==> config.mk <==
export PLATFORM = sky130hd
export DESIGN_NAME = pci_err_hdr_log
export DESIGN_NICKNAME = d
export VERILOG_FILES = /design/src/rtl/pci_hdr_log_pkg.sv /design/src/rtl/pci_hdr_addr_track.sv /design/src/rtl/pci_hdr_log_store.sv /design/src/rtl/pci_hdr_log_rdport.sv /design/src/rtl/pci_err_hdr_log.sv
export SDC_FILE = /design/constraint.sdc
export NUM_CORES = 1
export LEC_CHECK = 0
export BUFFER_PORTS_ARGS = -buffer_cell sky130_fd_sc_hd__buf_2
export CAP_MARGIN = 20
export CORE_MARGIN = 2
export CORE_UTILIZATION = 50
export CTS_BUF_LIST = sky130_fd_sc_hd__clkbuf_2 sky130_fd_sc_hd__clkbuf_4 sky130_fd_sc_hd__clkbuf_8
export DETAILED_ROUTE_END_ITERATION = 10
export GPL_TIMING_DRIVEN = 0
export PLACE_DENSITY = 0.72
export SYNTH_ARGS = -nofsm -noshare
export SYNTH_HDL_FRONTEND = slang
export SYNTH_SLANG_ARGS = --single-unit
export TNS_END_PERCENT = 30
==> constraint.sdc <==
create_clock -name clk -period 12.15 [get_ports clk]
set_input_delay 1.215 -clock clk [delete_from_list [all_inputs] [get_ports clk]]
set_output_delay 1.215 -clock clk [all_outputs]
set_load 0.05 [all_outputs]
==> src/rtl/pci_hdr_log_pkg.sv <==
package pci_hdr_log_pkg;

   localparam int unsigned LOG_DWORDS = 4;
   localparam logic [3:0]  CMD_DUAL_ADDR = 4'b1101;

   typedef enum logic [1:0] {
      TRK_IDLE = 2'd0,
      TRK_DAC2 = 2'd1,
      TRK_BUSY = 2'd2
   } trk_state_t;

   // Builds one visible dword of the 128-bit log from its stored fields.
   function automatic logic [31:0] lane_word(input logic [1:0]  idx,
                                             input logic [31:0] lo,
                                             input logic [31:0] hi,
                                             input logic [3:0]  cl,
                                             input logic [3:0]  ch);
      logic [31:0] w;
      case (idx)
         2'd0:    w = '0;
         2'd1:    w = {20'h0, ch, cl, 4'h0};
         2'd2:    w = lo;
         default: w = hi;
      endcase
      return w;
   endfunction

endpackage

==> src/rtl/pci_hdr_addr_track.sv <==
module pci_hdr_addr_track
   import pci_hdr_log_pkg::*;
#(
   parameter int unsigned           AD_W     = 32,
   parameter int unsigned           CBE_W    = 4,
   parameter logic [CBE_W-1:0]      DAC_CODE = CBE_W'(CMD_DUAL_ADDR)
) (
   input  logic             clk,
   input  logic             rst_n,
   input  logic             frame_n,
   input  logic [AD_W-1:0]  ad,
   input  logic [CBE_W-1:0] cbe_n,
   output logic [AD_W-1:0]  sh_lo_d,
   output logic [AD_W-1:0]  sh_hi_d,
   output logic [CBE_W-1:0] sh_cl_d,
   output logic [CBE_W-1:0] sh_ch_d
);

   trk_state_t       st_q, st_d;
   logic [AD_W-1:0]  lo_q, hi_q;
   logic [CBE_W-1:0] cl_q, ch_q;

   always_comb begin
      st_d    = st_q;
      sh_lo_d = lo_q;
      sh_hi_d = hi_q;
      sh_cl_d = cl_q;
      sh_ch_d = ch_q;
      case (st_q)
         TRK_IDLE: begin
            if (!frame_n) begin
               sh_lo_d = ad;
               sh_cl_d = cbe_n;
               sh_hi_d = '0;
               sh_ch_d = '0;
               st_d    = (cbe_n == DAC_CODE) ? TRK_DAC2 : TRK_BUSY;
            end
         end
         TRK_DAC2: begin
            sh_hi_d = ad;
            sh_ch_d = cbe_n;
            st_d    = frame_n ? TRK_IDLE : TRK_BUSY;
         end
         TRK_BUSY: begin
            if (frame_n) st_d = TRK_IDLE;
         end
         default: st_d = TRK_IDLE;
      endcase
   end

   always_ff @(posedge clk or negedge rst_n) begin
      if (!rst_n) begin
         st_q <= TRK_IDLE;
         lo_q <= '0;
         hi_q <= '0;
         cl_q <= '0;
         ch_q <= '0;
      end else begin
         st_q <= st_d;
         lo_q <= sh_lo_d;
         hi_q <= sh_hi_d;
         cl_q <= sh_cl_d;
         ch_q <= sh_ch_d;
      end
   end

   p_first_phase_r1: assert property (@(posedge clk) disable iff (!rst_n)
      (st_q == TRK_IDLE && !frame_n) |=> (lo_q == $past(ad) && cl_q == $past(cbe_n)));

   p_single_hi_zero_r3: assert property (@(posedge clk) disable iff (!rst_n)
      (st_q == TRK_IDLE && !frame_n && cbe_n != DAC_CODE) |=> (hi_q == '0 && ch_q == '0));

   p_second_phase_r2: assert property (@(posedge clk) disable iff (!rst_n)
      (st_q == TRK_DAC2) |=> (hi_q == $past(ad) && ch_q == $past(cbe_n)));

   p_no_recapture_r10: assert property (@(posedge clk) disable iff (!rst_n)
      (st_q == TRK_BUSY) |=> ($stable(lo_q) && $stable(hi_q) && $stable(cl_q) && $stable(ch_q)));

endmodule

==> src/rtl/pci_hdr_log_store.sv <==
module pci_hdr_log_store #(
   parameter int unsigned AD_W      = 32,
   parameter int unsigned CBE_W     = 4,
   parameter bit          VIEW_NEXT = 1'b1
) (
   input  logic             clk,
   input  logic             rst_n,
   input  logic             err_strobe,
   input  logic [AD_W-1:0]  sh_lo_d,
   input  logic [AD_W-1:0]  sh_hi_d,
   input  logic [CBE_W-1:0] sh_cl_d,
   input  logic [CBE_W-1:0] sh_ch_d,
   output logic [AD_W-1:0]  vw_lo,
   output logic [AD_W-1:0]  vw_hi,
   output logic [CBE_W-1:0] vw_cl,
   output logic [CBE_W-1:0] vw_ch
);

   logic [AD_W-1:0]  lg_lo_q, lg_hi_q, lg_lo_d, lg_hi_d;
   logic [CBE_W-1:0] lg_cl_q, lg_ch_q, lg_cl_d, lg_ch_d;

   always_comb begin
      lg_lo_d = lg_lo_q;
      lg_hi_d = lg_hi_q;
      lg_cl_d = lg_cl_q;
      lg_ch_d = lg_ch_q;
      if (err_strobe) begin
         lg_lo_d = sh_lo_d;
         lg_hi_d = sh_hi_d;
         lg_cl_d = sh_cl_d;
         lg_ch_d = sh_ch_d;
      end
   end

   always_ff @(posedge clk or negedge rst_n) begin
      if (!rst_n) begin
         lg_lo_q <= '0;
         lg_hi_q <= '0;
         lg_cl_q <= '0;
         lg_ch_q <= '0;
      end else begin
         lg_lo_q <= lg_lo_d;
         lg_hi_q <= lg_hi_d;
         lg_cl_q <= lg_cl_d;
         lg_ch_q <= lg_ch_d;
      end
   end

   generate
      if (VIEW_NEXT) begin : g_view_next
         assign vw_lo = lg_lo_d;
         assign vw_hi = lg_hi_d;
         assign vw_cl = lg_cl_d;
         assign vw_ch = lg_ch_d;
      end else begin : g_view_held
         assign vw_lo = lg_lo_q;
         assign vw_hi = lg_hi_q;
         assign vw_cl = lg_cl_q;
         assign vw_ch = lg_ch_q;
      end
   endgenerate

   p_clean_hold_r5: assert property (@(posedge clk) disable iff (!rst_n)
      !err_strobe |=> ($stable(lg_lo_q) && $stable(lg_hi_q) && $stable(lg_cl_q) && $stable(lg_ch_q)));

   p_error_load_r5: assert property (@(posedge clk) disable iff (!rst_n)
      err_strobe |=> (lg_lo_q == $past(sh_lo_d) && lg_hi_q == $past(sh_hi_d)
                      && lg_cl_q == $past(sh_cl_d) && lg_ch_q == $past(sh_ch_d)));

endmodule

==> src/rtl/pci_hdr_log_rdport.sv <==
module pci_hdr_log_rdport
   import pci_hdr_log_pkg::*;
#(
   parameter int unsigned       ADDR_W  = 10,
   parameter logic [ADDR_W-1:0] BASE_DW = ADDR_W'(10'h04F)
) (
   input  logic              clk,
   input  logic              rst_n,
   input  logic              rd_en,
   input  logic [ADDR_W-1:0] rd_addr,
   input  logic [31:0]       vw_lo,
   input  logic [31:0]       vw_hi,
   input  logic [3:0]        vw_cl,
   input  logic [3:0]        vw_ch,
   output logic [31:0]       rd_data
);

   localparam logic [ADDR_W-1:0] LAST_DW = BASE_DW + ADDR_W'(LOG_DWORDS - 1);

   logic [31:0]       lane [LOG_DWORDS];
   logic [ADDR_W-1:0] off;
   logic              hit;
   logic [31:0]       rd_data_d;

   generate
      for (genvar g = 0; g < LOG_DWORDS; g++) begin : g_lane
         assign lane[g] = lane_word(2'(g), vw_lo, vw_hi, vw_cl, vw_ch);
      end
   endgenerate

   assign off       = rd_addr - BASE_DW;
   assign hit       = (off < ADDR_W'(LOG_DWORDS));
   assign rd_data_d = hit ? lane[off[1:0]] : '0;

   always_ff @(posedge clk or negedge rst_n) begin
      if (!rst_n)     rd_data <= '0;
      else if (rd_en) rd_data <= rd_data_d;
   end

   p_miss_zero_r7: assert property (@(posedge clk) disable iff (!rst_n)
      (rd_en && (rd_addr < BASE_DW || rd_addr > LAST_DW)) |=> (rd_data == '0));

   p_idle_hold_r8: assert property (@(posedge clk) disable iff (!rst_n)
      !rd_en |=> $stable(rd_data));

   p_low_dword_zero_r4: assert property (@(posedge clk) disable iff (!rst_n)
      (rd_en && rd_addr == BASE_DW) |=> (rd_data == '0));

   p_fields_zero_r4: assert property (@(posedge clk) disable iff (!rst_n)
      (rd_en && rd_addr == BASE_DW + ADDR_W'(1)) |=> (rd_data[31:12] == '0 && rd_data[3:0] == '0));

endmodule

==> src/rtl/pci_err_hdr_log.sv <==
module pci_err_hdr_log
   import pci_hdr_log_pkg::*;
#(
   parameter int unsigned       AD_W        = 32,
   parameter int unsigned       CBE_W       = 4,
   parameter int unsigned       ADDR_W      = 10,
   parameter logic [ADDR_W-1:0] BASE_DW     = ADDR_W'(10'h04F),
   parameter bit                READ_BYPASS = 1'b1
) (
   input  logic              clk,
   input  logic              link_rst_n,
   input  logic              glob_rst_n,
   input  logic              por_rst_n,
   input  logic              frame_n,
   input  logic [AD_W-1:0]   ad,
   input  logic [CBE_W-1:0]  cbe_n,
   input  logic              err_strobe,
   input  logic              rd_en,
   input  logic [ADDR_W-1:0] rd_addr,
   output logic [31:0]       rd_data
);

   generate
      if (AD_W != 32) begin : g_bad_ad_w
         $error("pci_err_hdr_log: AD_W must be 32");
      end
      if (CBE_W != 4) begin : g_bad_cbe_w
         $error("pci_err_hdr_log: CBE_W must be 4");
      end
      if (ADDR_W < 3 || (64'(BASE_DW) + 64'(LOG_DWORDS)) > (64'd1 << ADDR_W)) begin : g_bad_base
         $error("pci_err_hdr_log: log window does not fit the read address space");
      end
   endgenerate

   logic             rst_n;
   logic [AD_W-1:0]  sh_lo_d, sh_hi_d, vw_lo, vw_hi;
   logic [CBE_W-1:0] sh_cl_d, sh_ch_d, vw_cl, vw_ch;

   assign rst_n = link_rst_n & glob_rst_n & por_rst_n;

   pci_hdr_addr_track #(
      .AD_W     (AD_W),
      .CBE_W    (CBE_W),
      .DAC_CODE (CBE_W'(CMD_DUAL_ADDR))
   ) u_track (
      .clk     (clk),
      .rst_n   (rst_n),
      .frame_n (frame_n),
      .ad      (ad),
      .cbe_n   (cbe_n),
      .sh_lo_d (sh_lo_d),
      .sh_hi_d (sh_hi_d),
      .sh_cl_d (sh_cl_d),
      .sh_ch_d (sh_ch_d)
   );

   pci_hdr_log_store #(
      .AD_W      (AD_W),
      .CBE_W     (CBE_W),
      .VIEW_NEXT (READ_BYPASS)
   ) u_store (
      .clk        (clk),
      .rst_n      (rst_n),
      .err_strobe (err_strobe),
      .sh_lo_d    (sh_lo_d),
      .sh_hi_d    (sh_hi_d),
      .sh_cl_d    (sh_cl_d),
      .sh_ch_d    (sh_ch_d),
      .vw_lo      (vw_lo),
      .vw_hi      (vw_hi),
      .vw_cl      (vw_cl),
      .vw_ch      (vw_ch)
   );

   pci_hdr_log_rdport #(
      .ADDR_W  (ADDR_W),
      .BASE_DW (BASE_DW)
   ) u_rdport (
      .clk     (clk),
      .rst_n   (rst_n),
      .rd_en   (rd_en),
      .rd_addr (rd_addr),
      .vw_lo   (vw_lo),
      .vw_hi   (vw_hi),
      .vw_cl   (vw_cl),
      .vw_ch   (vw_ch),
      .rd_data (rd_data)
   );

endmodule

==> results of run 1 <==
==> layout make-up <==
type	count	area share, %
Timing Repair Buffer	85	5.27
Buffer	47	2.55
Inverter	4	0.168
Sequential cell	178	49.9
Tap cell	188	2.63
Clock buffer	18	2.77
Clock inverter	14	2.63
Multi-Input combinational cell	387	34.1
==> cell families (layout without fill, tap and decap cells) <==
family / Yosys count / after routing / synth area share [%]
AOI/OAI and AO/OA: 177 / 177 / 20.6
adders and majority gates: 1 / 1 / 0.162
buffers and inverters: 51 / 168 / 3.14
DFF: 178 / 178 / 57.5
muxes: 60 / 60 / 10.4
and+or+nand+nor: 149 / 149 / 8.16
==> worst min-delay path, stage by stage (launching register included) <==
cell	delay [ns]
sky130_fd_sc_hd__dfrtp_1	0.33
sky130_fd_sc_hd__nand2_1	0.06
sky130_fd_sc_hd__nand2_1	0.05
==> final timing paths <==
check / end / slack, ns
max: u_track.ch_q[2]$_DFF_PN0_ / 9.15
min: u_track.lo_q[7]$_DFF_PN0_ / 0.47
max reg2reg: u_track.ch_q[2]$_DFF_PN0_ / 9.46
min reg2reg: u_track.lo_q[7]$_DFF_PN0_ / 0.47
max in group asynchronous: u_rdport.rd_data[25]$_DFFE_PN0P_ / 10.09
min in group asynchronous: u_rdport.rd_data[13]$_DFFE_PN0P_ / 0.95
==> sequential cells by signal, indices dropped and copies added, names as in the netlist, 4 cells and up <==
signal and cells:
u_rdport.rd_data 32, u_track.lo_q 32, u_track.hi_q 32, u_track.ch_q 4
u_track.cl_q 4, u_store.lg_cl_q 4, u_store.lg_ch_q 4, u_store.lg_hi_q 32
u_store.lg_lo_q 32
==> report_power, final <==
group	switching [W]	total, W	internal [W]
sequential	0.0000173	0.000659	0.000641
clock	0.000215	0.000486	0.000270
combinational	0.0000962	0.000179	0.0000831
total	0.000329	0.00132	0.000995
==> Yosys cell counts <==
| cell type | number | share of area [%] |
|---|---|---|
| sky130_fd_sc_hd__a211oi_1 | 5 | 0.49 |
| sky130_fd_sc_hd__a21o_1 | 1 | 0.097 |
| sky130_fd_sc_hd__a21oi_1 | 2 | 0.13 |
| sky130_fd_sc_hd__a221o_1 | 24 | 3.1 |
| sky130_fd_sc_hd__a221oi_4 | 1 | 0.34 |
| sky130_fd_sc_hd__a22o_1 | 40 | 4.5 |
| sky130_fd_sc_hd__a22oi_1 | 6 | 0.58 |
| sky130_fd_sc_hd__a22oi_2 | 18 | 2.9 |
| sky130_fd_sc_hd__a2bb2oi_1 | 4 | 0.45 |
| sky130_fd_sc_hd__a311o_1 | 4 | 0.52 |
| sky130_fd_sc_hd__a31o_2 | 4 | 0.45 |
| sky130_fd_sc_hd__a31oi_1 | 8 | 0.65 |
| sky130_fd_sc_hd__and3_1 | 1 | 0.081 |
| sky130_fd_sc_hd__buf_1 | 10 | 0.49 |
| sky130_fd_sc_hd__buf_12 | 1 | 0.26 |
| sky130_fd_sc_hd__buf_2 | 7 | 0.45 |
| sky130_fd_sc_hd__buf_6 | 2 | 0.29 |
| sky130_fd_sc_hd__buf_8 | 1 | 0.19 |
| sky130_fd_sc_hd__clkbuf_1 | 26 | 1.3 |
| sky130_fd_sc_hd__clkinv_1 | 1 | 0.048 |
| sky130_fd_sc_hd__dfrtp_1 | 178 | 58 |
| sky130_fd_sc_hd__ha_1 | 1 | 0.16 |
| sky130_fd_sc_hd__inv_1 | 3 | 0.15 |
| sky130_fd_sc_hd__mux2_2 | 20 | 2.9 |
| sky130_fd_sc_hd__mux2_4 | 36 | 7.0 |
| sky130_fd_sc_hd__mux2i_1 | 4 | 0.52 |
| sky130_fd_sc_hd__nand2_1 | 45 | 2.2 |
| sky130_fd_sc_hd__nand2b_1 | 2 | 0.16 |
| sky130_fd_sc_hd__nand3_1 | 5 | 0.32 |
| sky130_fd_sc_hd__nand4b_1 | 2 | 0.23 |
| sky130_fd_sc_hd__nor2_1 | 78 | 3.8 |
| sky130_fd_sc_hd__nor2b_1 | 5 | 0.40 |
| sky130_fd_sc_hd__nor3_1 | 5 | 0.32 |
| sky130_fd_sc_hd__nor3_2 | 1 | 0.13 |
| sky130_fd_sc_hd__nor4_1 | 1 | 0.081 |
| sky130_fd_sc_hd__o21a_1 | 24 | 2.3 |
| sky130_fd_sc_hd__o21ai_0 | 4 | 0.26 |
| sky130_fd_sc_hd__o221a_1 | 3 | 0.44 |
| sky130_fd_sc_hd__o221a_2 | 1 | 0.15 |
| sky130_fd_sc_hd__o2bb2ai_1 | 28 | 3.2 |
| sky130_fd_sc_hd__or3_1 | 1 | 0.081 |
| sky130_fd_sc_hd__or3b_2 | 1 | 0.11 |
| sky130_fd_sc_hd__or4_4 | 1 | 0.15 |
| sky130_fd_sc_hd__or4b_1 | 1 | 0.13 |
==> cells in the final DEF, fill, tap and decap left out, types with 3 or more instances in the layout <==
| cell | n |
|---|---|
| sky130_fd_sc_hd__mux2i_1 | 4 |
| sky130_fd_sc_hd__nor2b_1 | 5 |
| sky130_fd_sc_hd__o221a_1 | 3 |
| sky130_fd_sc_hd__a22oi_2 | 18 |
| sky130_fd_sc_hd__o21a_1 | 24 |
| sky130_fd_sc_hd__buf_1 | 10 |
| sky130_fd_sc_hd__o2bb2ai_1 | 28 |
| sky130_fd_sc_hd__buf_2 | 90 |
| sky130_fd_sc_hd__clkbuf_1 | 26 |
| sky130_fd_sc_hd__a311o_1 | 4 |
| sky130_fd_sc_hd__nand2_1 | 45 |
| sky130_fd_sc_hd__a22oi_1 | 6 |
| sky130_fd_sc_hd__a31oi_1 | 8 |
| sky130_fd_sc_hd__nor2_1 | 78 |
| sky130_fd_sc_hd__bufinv_16 | 6 |
| sky130_fd_sc_hd__clkbuf_8 | 18 |
| sky130_fd_sc_hd__nor3_1 | 5 |
| sky130_fd_sc_hd__clkinv_2 | 3 |
| sky130_fd_sc_hd__a221o_1 | 24 |
| sky130_fd_sc_hd__a211oi_1 | 5 |
| sky130_fd_sc_hd__a2bb2oi_1 | 4 |
| sky130_fd_sc_hd__o21ai_0 | 4 |
| sky130_fd_sc_hd__a22o_1 | 40 |
| sky130_fd_sc_hd__clkinvlp_4 | 3 |
| sky130_fd_sc_hd__a31o_2 | 4 |
| sky130_fd_sc_hd__mux2_4 | 36 |
| sky130_fd_sc_hd__dfrtp_1 | 178 |
| sky130_fd_sc_hd__mux2_2 | 20 |
| sky130_fd_sc_hd__inv_1 | 3 |
| sky130_fd_sc_hd__nand3_1 | 5 |
==> routing by layer <==
layer | vias up | wire, um | share of wire, %
met5 | - | 16 | 0.081
met4 | 2 | 397 | 2.0
met3 | 32 | 1330 | 6.7
met2 | 233 | 9500 | 48
met1 | 2874 | 8600 | 43
li1 | 2474 | - | -
==> metrics by stage <==
stage               cell area (um^2)  total power [W]  instances
floorplan                       7740         0.000794        616
global placement                8390         0.000837        887
detailed placement              8450         0.000848        889
CTS                             8930          0.00133        921
global route                    8930          0.00138        921
finish                          8930          0.00132        921
==> reports/summary.txt, run 1 <==
SYNTH
----------------------------------------------------------------------------------------
Number of different library cells in the post-synthesis netlist                       44
Area of the mapped netlist                                                     7740 um^2
Number of register bits inferred by synthesis                                        178
Number of standard cells after synthesis                                             616
Part of the Yosys area used for sequential elements                                57.5%
Synth Net Count                                                                      670
Yosys synthesis warning count                                                          0
Synthesized area divided by synthesized cell count                             12.6 um^2

FLOORPLAN
----------------------------------------------------------------------------------------
Die Y-Extent                                                                      128 um
Area of the die                                                               16500 um^2
Floorplan Core Area                                                           15100 um^2
Number of top-level pins                                                              85
Initial core utilization                                                           51.1%
Total number of placement rows                                                        45
Floorplan die width                                                               128 um

PLACEMENT
----------------------------------------------------------------------------------------
Final HPWL from detailed placement                                              13300 um
IO buf count                                                                          83
GP Congestion                                                                      0.849
Placement-stage worst setup slack                                                8.78 ns

STA
----------------------------------------------------------------------------------------
Summed negative setup slack over all endpoints                                      0 ns
Share of the clock period used by the worst path after layout                      24.7%
Worst Tran Pin Value                                                            0.979 ns
Count of endpoints failing setup in the final report                                   0
Worst setup skew after layout                                                 0.00896 ns
Count of final hold-check violations                                                   0
Unrepaired setup endpoints after global routing                                    false
Hold Worst Slack                                                                0.475 ns
Time the final worst path needs with I/O delays and setup                        3.00 ns
Total count of max-transition violations in the final report                           0
Highest clock frequency the design can meet                                    0.333 GHz
Setup WS post-layout                                                             9.15 ns
Max-Slew Margin vs Limit                                                           34.7%

RUN
----------------------------------------------------------------------------------------
Max-cap violations                                                                     0

SETUP PATH
----------------------------------------------------------------------------------------
Worst reg2reg path startpoint                                               u_track.st_q[0]$_DFFE_PN0P_
Data arrival time of the worst path                                              3.41 ns
Crit. End Element                                                                   flop
Depth of the critical timing path with buffers and inverters included                  6
CP Max Fanout                                                                         10
Cell Chain, Critical Path                                                   buf_2, a21o_1, clkbuf_1, buf_1, clkbuf_1, a22o_1
Worst reg-to-reg path cell count                                                       6
Crit-path leading delay family                                              buffers and inverters
Slowest stage cell on the critical path                                     sky130_fd_sc_hd__clkbuf_1
Setup crit start kind                                                         input port
Worst setup path start                                                           frame_n
Delay of the slowest cell on the worst path                                      0.66 ns
Worst endpoint required time                                                    12.55 ns
Number of buffer and inverter instances along the worst setup path                     4
Type of the setup path with the least slack                                       in2reg
CP most frequent cell                                                       sky130_fd_sc_hd__clkbuf_1

ROUTING
----------------------------------------------------------------------------------------
Via count                                                                           5615
Routed wire length per instance                                                  21.6 um
1st-iter DRT viols                                                                   535
Remaining antenna violation count after routing                                        0
DRC errors left                                                                        0
Wirelength, routed                                                              19800 um
Number of vias per cell after detailed routing                                      6.10
Number of search-and-repair iterations in the first detailed-routing pass              5

CLOCK TREE
----------------------------------------------------------------------------------------
Number of buffers inserted for hold repair after clock tree synthesis                  0
Maximum count of clock buffers along a single path                                     2
TritonCTS clock tree                                                                 yes
Reg clk slew, reported paths                                                     0.09 ns
Post-cts resize count                                                                  0
Root buffer cell                                                            sky130_fd_sc_hd__clkbuf_8
Clock insertion delay at the later pin of the skew report                        0.47 ns
Level count of the clock H-tree                                                        4
CTS sink cnt                                                                         178
TritonCTS Buffers                                                                     17
Number of buffers inserted by post-CTS setup repair                                    0

LAYOUT
----------------------------------------------------------------------------------------
Fraction of layout cells with a size suffix above 1                                28.9%
Nets@finish                                                                          774
Combined area of the multi-input logic cells                                   3050 um^2
Final cell utilization of the core                                                 59.0%
Area occupied by registers                                                     4450 um^2
Diodes inserted                                                                        0
Count of filler cells inserted in the layout                                        1215
Synth-to-Final Area Change                                                         15.4%

GRT
----------------------------------------------------------------------------------------
Maximum number of pins on one net before global-route repair                          71
Global Route Usage Sum                                                             25.3%
Grt ovf                                                                                0
Number of antenna violations at the first check in global routing                      1
Met1 Usage GRT                                                                     34.0%
GRT met3 Usage                                                                     6.86%
First-pass GRT wire length                                                      31400 um
Via count of the first global-routing pass                                          5800
M2 GR Usage                                                                        39.9%
Layer with the highest usage                                                        met2

POWER AND IR DROP
----------------------------------------------------------------------------------------
Areal power density over the cells                                           148 nW/um^2
Leak pwr                                                                         4.24 nW
Maximum vdd drop                                                               0.0931 mV

WORST HOLD PATH
----------------------------------------------------------------------------------------
Startpoint of the tightest hold check path                                  u_track.lo_q[7]$_DFF_PN0_
Type of the most critical hold path                                              reg2reg
Cells on Worst Hold Path                                                               2

RUN STATUS
----------------------------------------------------------------------------------------
Outcome                                                                        completed

(Power assumes the default switching activity.)
==> run 2: changes to the inputs <==
--- a/config.mk
+++ b/config.mk
@@ -12,7 +12,7 @@
 export CTS_BUF_LIST = sky130_fd_sc_hd__clkbuf_2 sky130_fd_sc_hd__clkbuf_4 sky130_fd_sc_hd__clkbuf_8
 export DETAILED_ROUTE_END_ITERATION = 10
 export GPL_TIMING_DRIVEN = 0
-export PLACE_DENSITY = 0.72
+export PLACE_DENSITY = 0.74
 export SYNTH_ARGS = -nofsm -noshare
 export SYNTH_HDL_FRONTEND = slang
 export SYNTH_SLANG_ARGS = --single-unit
==> constraint.sdc (replaced) <==
create_clock -name clk -period 2.75 [get_ports clk]
set_input_delay 0.275 -clock clk [delete_from_list [all_inputs] [get_ports clk]]
set_output_delay 0.275 -clock clk [all_outputs]
set_load 0.05 [all_outputs]
==> run 2 against run 1 <==
  * Design area is 0.55% lower
  * Setup slack got worse by 9.1 ns
  * Largest cell class unchanged
  * Sequential cell count did not move
  * Clock-buffer cell count rose by 1
  * Wire length shrank 2.2%
  * Power rose to 4.3 times the previous value
  * Clock skew is 0.0098 ns higher
  * Via count decreased by 0.48%
  * Core utilization decreased by 0.32 points
  * Worst hold slack lost 0.42 ns
  * Die area did not move
==> reports/summary.txt, run 2 (synthesis gave the netlist of run 1 again) <==
SETUP PATH
----------------------------------------------------------------------------------------
Crit. End Element                                                                   flop
Data arrival time of the worst path                                              3.08 ns   -0.33 ns
Type of the setup path with the least slack                                      reg2reg
CP Max Fanout                                                                         10   unchanged
Worst endpoint required time                                                     3.14 ns   -9.41 ns
Setup crit start kind                                                               flop

STA
----------------------------------------------------------------------------------------
Share of the clock period used by the worst path after layout                      97.8%
Setup WS post-layout                                                           0.0595 ns   -9.09 ns
Time the final worst path needs with I/O delays and setup                        2.69 ns
Max-Slew Margin vs Limit                                                           37.5%   +2.8 points
Worst setup skew after layout                                                  0.0187 ns   +0.00977 ns
Count of final hold-check violations                                                   0   unchanged
Worst Tran Pin Value                                                            0.937 ns   -0.0419 ns
Summed negative setup slack over all endpoints                                      0 ns   unchanged
Highest clock frequency the design can meet                                    0.372 GHz
Total count of max-transition violations in the final report                           0   unchanged
Unrepaired setup endpoints after global routing                                    false
Count of endpoints failing setup in the final report                                   0   unchanged

FLOORPLAN
----------------------------------------------------------------------------------------
Area of the die                                                               16500 um^2   unchanged
Floorplan die width                                                               128 um   unchanged
Floorplan Core Area                                                           15100 um^2   unchanged
Number of top-level pins                                                              85   unchanged
Total number of placement rows                                                        45   unchanged
Initial core utilization                                                           51.1%   unchanged
Die Y-Extent                                                                      128 um   unchanged

ROUTING
----------------------------------------------------------------------------------------
Met3 wirelength from detailed routing                                            1140 um   -14%
Remaining antenna violation count after routing                                        0   unchanged
Wl on met1                                                                       8540 um   -0.71%
Via count                                                                           5588   -0.48%
Highest metal layer used by the detailed router                                     met4
Met2 Routed Length                                                               9370 um   -1.4%
Wirelength, routed                                                              19400 um   -2.2%
1st-iter DRT viols                                                                   491   -8.2%
Routed wire length per instance                                                  21.1 um   -2.1%
Number of search-and-repair iterations in the first detailed-routing pass              5   unchanged
DRC errors left                                                                        0   unchanged
Number of vias per cell after detailed routing                                      6.07   -0.37%

PLACEMENT
----------------------------------------------------------------------------------------
GP Congestion                                                                      0.834   -1.8%
Instance area after placement                                                  8440 um^2   about the same
Final HPWL from detailed placement                                              13100 um   -2.0%
IO buf count                                                                          83   unchanged
Placement-stage worst setup slack                                               0.146 ns   -8.64 ns

CLOCK TREE
----------------------------------------------------------------------------------------
TritonCTS clock tree                                                                 yes
Post-cts resize count                                                                  0   unchanged
Clock insertion delay at the later pin of the skew report                        0.47 ns   about the same
Level count of the clock H-tree                                                        4   unchanged
Root buffer cell                                                            sky130_fd_sc_hd__clkbuf_8
Maximum count of clock buffers along a single path                                     2   unchanged
TritonCTS Buffers                                                                     17   unchanged
Reg clk slew, reported paths                                                     0.09 ns   about the same
Number of buffers inserted for hold repair after clock tree synthesis                  0   unchanged
Number of buffers inserted by post-CTS setup repair                                    0   unchanged
CTS sink cnt                                                                         178   unchanged

LAYOUT
----------------------------------------------------------------------------------------
Diodes inserted                                                                        0   unchanged
Nets@finish                                                                          774   unchanged
Leading cell type in the layout, fill and taps excluded                     sky130_fd_sc_hd__dfrtp_1
Layout Cell Area excl Fill                                                     8880 um^2   -0.55%
Top library cells by usage in the layout, fill and taps aside               sky130_fd_sc_hd__dfrtp_1, sky130_fd_sc_hd__buf_2, sky130_fd_sc_hd__nor2_1
Fraction of layout cells with a size suffix above 1                                28.8%   -0.097 points
Synth-to-Final Area Change                                                         14.8%

GRT
----------------------------------------------------------------------------------------
First-pass GRT wire length                                                      31100 um   -0.70%
Global Route Usage Sum                                                             24.7%   -0.60 points
Via count of the first global-routing pass                                          5878   +1.3%
Grt ovf                                                                                0   unchanged
Number of antenna violations at the first check in global routing                      0   -1
Maximum number of pins on one net before global-route repair                          71   unchanged

RUN
----------------------------------------------------------------------------------------
Max-cap violations                                                                     0   unchanged

POWER AND IR DROP
----------------------------------------------------------------------------------------
Leak pwr                                                                         4.22 nW   -0.47%
Maximum vdd drop                                                                0.437 mV   +370%
Areal power density over the cells                                           642 nW/um^2   +330%

WORST HOLD PATH
----------------------------------------------------------------------------------------
Type of the most critical hold path                                               in2reg

RUN STATUS
----------------------------------------------------------------------------------------
Outcome                                                                        completed

==> run 2: cell types whose count changed in the layout (fill, tap and decap cells not counted) <==
cell and change:
sky130_fd_sc_hd__clkinv_4 +1, sky130_fd_sc_hd__buf_12 +1, sky130_fd_sc_hd__bufinv_16 -2, sky130_fd_sc_hd__clkinvlp_4 -1, sky130_fd_sc_hd__clkbuf_8 +1, sky130_fd_sc_hd__buf_16 -1, sky130_fd_sc_hd__clkinv_2 -1, sky130_fd_sc_hd__inv_6 +1
==> run 2: path summary, 6_finish.rpt <==
path	start	to	slack, ns	depth (start not counted)
max in group asynchronous	por_rst_n	u_store.lg_lo_q[24]$_DFF_PN0_	1.57	4
worst min register to register	u_track.lo_q[4]$_DFF_PN0_	u_track.lo_q[4]$_DFF_PN0_	0.47	2
min in group asynchronous	glob_rst_n	u_rdport.rd_data[13]$_DFFE_PN0P_	0.09	2
worst min-delay path	frame_n	u_track.st_q[1]$_DFFE_PN0P_	0.05	2
worst max-delay path	u_track.st_q[0]$_DFFE_PN0P_	u_track.ch_q[1]$_DFF_PN0_	0.06	6
worst max register to register	u_track.st_q[0]$_DFFE_PN0P_	u_track.ch_q[1]$_DFF_PN0_	0.06	6
==> run 2: power by group <==
group	internal (W)	switching (W)
logic	0.000367	0.000425
registers	0.00283	0.0000747
clock network	0.00104	0.000963
total	0.00424	0.00146
==> run 2: metrics by stage <==
step	instances	util, %	hold WS (ns)	total power, W
6_report	920	58.7	0.0501	0.00570
2_1_floorplan	616	-	0.342	0.00351
4_1_cts	920	58.7	0.0313	0.00572
5_1_grt	920	58.7	0.0478	0.00592
3_5_place_dp	889	55.7	0.455	0.00374
3_3_place_gp	887	55.4	0.447	0.00370
==> run 2: routing by layer <==
metal / track usage, % / vias up
met1: 33.9 / 2851
met2: 40.0 / 219
met5: 0 / -
li1: - / 2483
met3: 4.74 / 35
met4: 7.95 / 0
==> run 2: final cells by class <==
type                            count  area [um^2]
Timing Repair Buffer               85          463
Inverter                            4         15.0
Tap cell                          188          235
Clock inverter                     12          180
Fill cell                        1264         6260
Clock buffer                       19          262
Sequential cell                   178         4450
Buffer                             47          228
Multi-Input combinational cell    387         3050
==> run 2: worst max-delay path, stage by stage (launching register included) <==
cell and delay (ns):
sky130_fd_sc_hd__dfrtp_1 0.46, sky130_fd_sc_hd__inv_1 0.12, sky130_fd_sc_hd__a21o_1 0.24, sky130_fd_sc_hd__clkbuf_1 0.45, sky130_fd_sc_hd__buf_1 0.49, sky130_fd_sc_hd__clkbuf_1 0.61
sky130_fd_sc_hd__a22o_1 0.25
==> run 3: changes to the inputs <==
--- a/config.mk
+++ b/config.mk
@@ -7,12 +7,14 @@
 export LEC_CHECK = 0
 export BUFFER_PORTS_ARGS = -buffer_cell sky130_fd_sc_hd__buf_2
 export CAP_MARGIN = 20
+export CORE_ASPECT_RATIO = 0.7
 export CORE_MARGIN = 2
 export CORE_UTILIZATION = 50
-export CTS_BUF_LIST = sky130_fd_sc_hd__clkbuf_2 sky130_fd_sc_hd__clkbuf_4 sky130_fd_sc_hd__clkbuf_8
+export CTS_BUF_LIST = sky130_fd_sc_hd__clkbuf_4 sky130_fd_sc_hd__clkbuf_8
 export DETAILED_ROUTE_END_ITERATION = 10
 export GPL_TIMING_DRIVEN = 0
 export PLACE_DENSITY = 0.74
+export SLEW_MARGIN = 40
 export SYNTH_ARGS = -nofsm -noshare
 export SYNTH_HDL_FRONTEND = slang
 export SYNTH_SLANG_ARGS = --single-unit
==> run 3 against run 2 <==
  * Non-clock buffer count increased by 6
  * Worst hold slack worse by 0.019 ns
  * Combinational power is 2% higher
  * Wire length up 2.2%
  * Via count grew 0.93%
  * Die area hardly changed
  * Critical endpoint is now u_track.hi_q[29]$_DFF_PN0_
  * Largest cell class unchanged
==> reports/summary.txt, run 3 (synthesis gave the netlist of run 1 again) <==
RUN STATUS
----------------------------------------------------------------------------------------
Outcome                                                                        completed

WORST HOLD PATH
----------------------------------------------------------------------------------------
Worst Hold Endpoint                                                         u_track.st_q[1]$_DFFE_PN0P_
Startpoint of the tightest hold check path                                       frame_n
Type of the most critical hold path                                               in2reg
Cells on Worst Hold Path                                                               2   unchanged

SETUP PATH
----------------------------------------------------------------------------------------
Setup crit start kind                                                               flop
Crit-path leading delay family                                              buffers and inverters
Slowest stage cell on the critical path                                     sky130_fd_sc_hd__clkbuf_1
CP Max Fanout                                                                         10   unchanged
Number of buffer and inverter instances along the worst setup path                     4   unchanged
Data arrival time of the worst path                                              3.06 ns   -0.02 ns
Delay of the slowest cell on the worst path                                      0.51 ns   -0.10 ns
Endpoint of the lowest-slack register-to-register path                      u_track.hi_q[29]$_DFF_PN0_
Worst reg2reg path startpoint                                               u_track.st_q[0]$_DFFE_PN0P_
Type of the setup path with the least slack                                      reg2reg
Worst reg-to-reg path cell count                                                       6   unchanged
Cell Chain, Critical Path                                                   inv_1, a21o_1, clkbuf_1, buf_1, clkbuf_1, a22o_1
Crit. End Element                                                                   flop
CP most frequent cell                                                       sky130_fd_sc_hd__clkbuf_1
Worst endpoint required time                                                     3.16 ns   +0.02 ns
Flop2flop setup slack                                                             0.1 ns   +0.04 ns

STA
----------------------------------------------------------------------------------------
Hold Worst Slack                                                               0.0310 ns   -0.0190 ns
Highest clock frequency the design can meet                                    0.377 GHz   +1.5%
Worst setup skew after layout                                                  0.0120 ns   -0.00675 ns
Time the final worst path needs with I/O delays and setup                        2.65 ns   -0.0396 ns
Unrepaired setup endpoints after global routing                                     true
Setup WS post-layout                                                           0.0991 ns   +0.0396 ns
Summed negative setup slack over all endpoints                                      0 ns   unchanged
Worst Tran Pin Value                                                            0.807 ns   -0.130 ns
Share of the clock period used by the worst path after layout                      96.4%   -1.4 points
Count of final hold-check violations                                                   0   unchanged
Count of endpoints failing setup in the final report                                   0   unchanged
Total count of max-transition violations in the final report                           0   unchanged
Max-Slew Margin vs Limit                                                           46.2%   +8.7 points

POWER AND IR DROP
----------------------------------------------------------------------------------------
Maximum vdd drop                                                                0.357 mV   -18%
Areal power density over the cells                                           640 nW/um^2   -0.19%
Cell-internal power                                                            0.00434 W   +2.3%
Switching power as a share of total power                                          24.7%   -0.94 points
Share of total power in combinational logic                                        14.0%   about the same
Net switching component of the power                                           0.00142 W   -2.6%
Clock share of power                                                               35.5%   +0.4 points
Leak pwr                                                                         4.28 nW   +1.4%
Proportion of power drawn by flip-flops and latches                                50.5%   -0.5 points

LAYOUT
----------------------------------------------------------------------------------------
Leading cell type in the layout, fill and taps excluded                     sky130_fd_sc_hd__dfrtp_1
Fraction of layout cells with a size suffix above 1                                29.3%   +0.48 points
Diodes inserted                                                                        0   unchanged
Top library cells by usage in the layout, fill and taps aside               sky130_fd_sc_hd__dfrtp_1, sky130_fd_sc_hd__buf_2, sky130_fd_sc_hd__nor2_1
Nets@finish                                                                          780   +0.78%
Synth-to-Final Area Change                                                         16.2%

GRT
----------------------------------------------------------------------------------------
First-pass GRT wire length                                                      32500 um   +4.3%
Number of antenna violations at the first check in global routing                      0   unchanged
Via count of the first global-routing pass                                          5843   -0.60%
Grt ovf                                                                                0   unchanged
Maximum number of pins on one net before global-route repair                          41   -42%
Global Route Usage Sum                                                             25.8%   +1.1 points

CLOCK TREE
----------------------------------------------------------------------------------------
Root buffer cell                                                            sky130_fd_sc_hd__clkbuf_8
Clock insertion delay at the later pin of the skew report                        0.47 ns   about the same
Number of buffers inserted by post-CTS setup repair                                    0   unchanged
Level count of the clock H-tree                                                        4   unchanged
Maximum count of clock buffers along a single path                                     2   unchanged
CTS sink cnt                                                                         178   unchanged
TritonCTS Buffers                                                                     17   unchanged
TritonCTS clock tree                                                                 yes
Reg clk slew, reported paths                                                     0.09 ns   about the same

FLOORPLAN
----------------------------------------------------------------------------------------
Area of the die                                                               16500 um^2   about the same
Initial core utilization                                                           50.6%   -0.55 points
Floorplan Core Area                                                           15300 um^2   +1.1%
Die Y-Extent                                                                      108 um   -16%
Total number of placement rows                                                        38   -16%
Number of top-level pins                                                              85   unchanged
Floorplan die width                                                               153 um   +19%

RUN
----------------------------------------------------------------------------------------
Max-cap violations                                                                     0   unchanged

ROUTING
----------------------------------------------------------------------------------------
Wirelength, routed                                                              19800 um   +2.2%
DRC errors left                                                                        0   unchanged
Number of search-and-repair iterations in the first detailed-routing pass              7   +2
Routed wire length per instance                                                  21.2 um   +0.36%
Via count                                                                           5640   +0.93%
Number of vias per cell after detailed routing                                      6.02   -0.90%
Remaining antenna violation count after routing                                        0   unchanged
1st-iter DRT viols                                                                   530   +7.9%

PLACEMENT
----------------------------------------------------------------------------------------
GP Congestion                                                                      0.865   +3.8%
Final HPWL from detailed placement                                              13900 um   +6.3%
IO buf count                                                                          83   unchanged
Placement-stage worst setup slack                                               0.136 ns   -0.0100 ns

## run 3: changes by cell type in the layout (fill, tap and decap cells not counted), sizes merged
| cell | change |
|---|---|
| buf | +3 |
| inv | -1 |
| clkinvlp | -2 |
| bufinv | +1 |
| clkbuf | +1 |
| dlygate4sd3 | +3 |
## run 3: timing repair
action                                  4_1_cts  5_1_grt
hold buffers                                  4        0
endpoints found under the hold margin        40        0
gates resized for setup                       0        4
endpoints found under the setup margin        0       30
## run 3: routing by layer
layer  track usage (%)  wire, um  vias to the layer above
met5                 0         0                        -
met4              9.06       356                        0
met3              7.13      1570                       33
met2              38.2      8660                      247
met1              36.7      9250                     2865
li1                  -         -                     2495
## run 3: cell type report
type	instances	area [um^2]
Buffer	47	231
Clock buffer	20	269
Clock inverter	10	183
Fill cell	1275	6310
Inverter	4	15.0
Multi-Input combinational cell	387	3050
Sequential cell	178	4450
Tap cell	200	250
Timing Repair Buffer	91	546
## run 3: per-stage QoR
| stage | util, % | instance area [um^2] | power [W] | std cells |
|---|---|---|---|---|
| floorplan | - | 7740 | 0.00351 | 616 |
| global placement | 54.9 | 8410 | 0.00370 | 899 |
| detailed placement | 55.5 | 8490 | 0.00375 | 903 |
| CTS | 58.7 | 8990 | 0.00578 | 937 |
| global route | 58.8 | 9000 | 0.00598 | 937 |
| finish | 58.8 | 9000 | 0.00576 | 937 |
## run 3: worst max path at each step
stage,from,end,cells past startpoint
after floorplan,u_track.st_q[1]$_DFFE_PN0P_,u_rdport.rd_data[31]$_DFFE_PN0P_,8
after global placement,por_rst_n,u_rdport.rd_data[27]$_DFFE_PN0P_,2
after detailed placement,u_track.st_q[0]$_DFFE_PN0P_,u_track.hi_q[17]$_DFF_PN0_,6
after CTS,u_track.st_q[0]$_DFFE_PN0P_,u_track.hi_q[17]$_DFF_PN0_,6
after global routing,u_track.st_q[0]$_DFFE_PN0P_,u_track.hi_q[29]$_DFF_PN0_,6
final,u_track.st_q[0]$_DFFE_PN0P_,u_track.hi_q[29]$_DFF_PN0_,6
## run 3: power groups by stage
| stage | logic [W] | clock network [W] | registers (W) |
|---|---|---|---|
| after global placement | 0.000751 | 0 | 0.00295 |
| after global routing | 0.000884 | 0.00217 | 0.00293 |
| after CTS | 0.000803 | 0.00207 | 0.00291 |
| final | 0.000809 | 0.00204 | 0.00291 |
| after floorplan | 0.000573 | 0 | 0.00294 |
| after detailed placement | 0.000790 | 0 | 0.00296 |
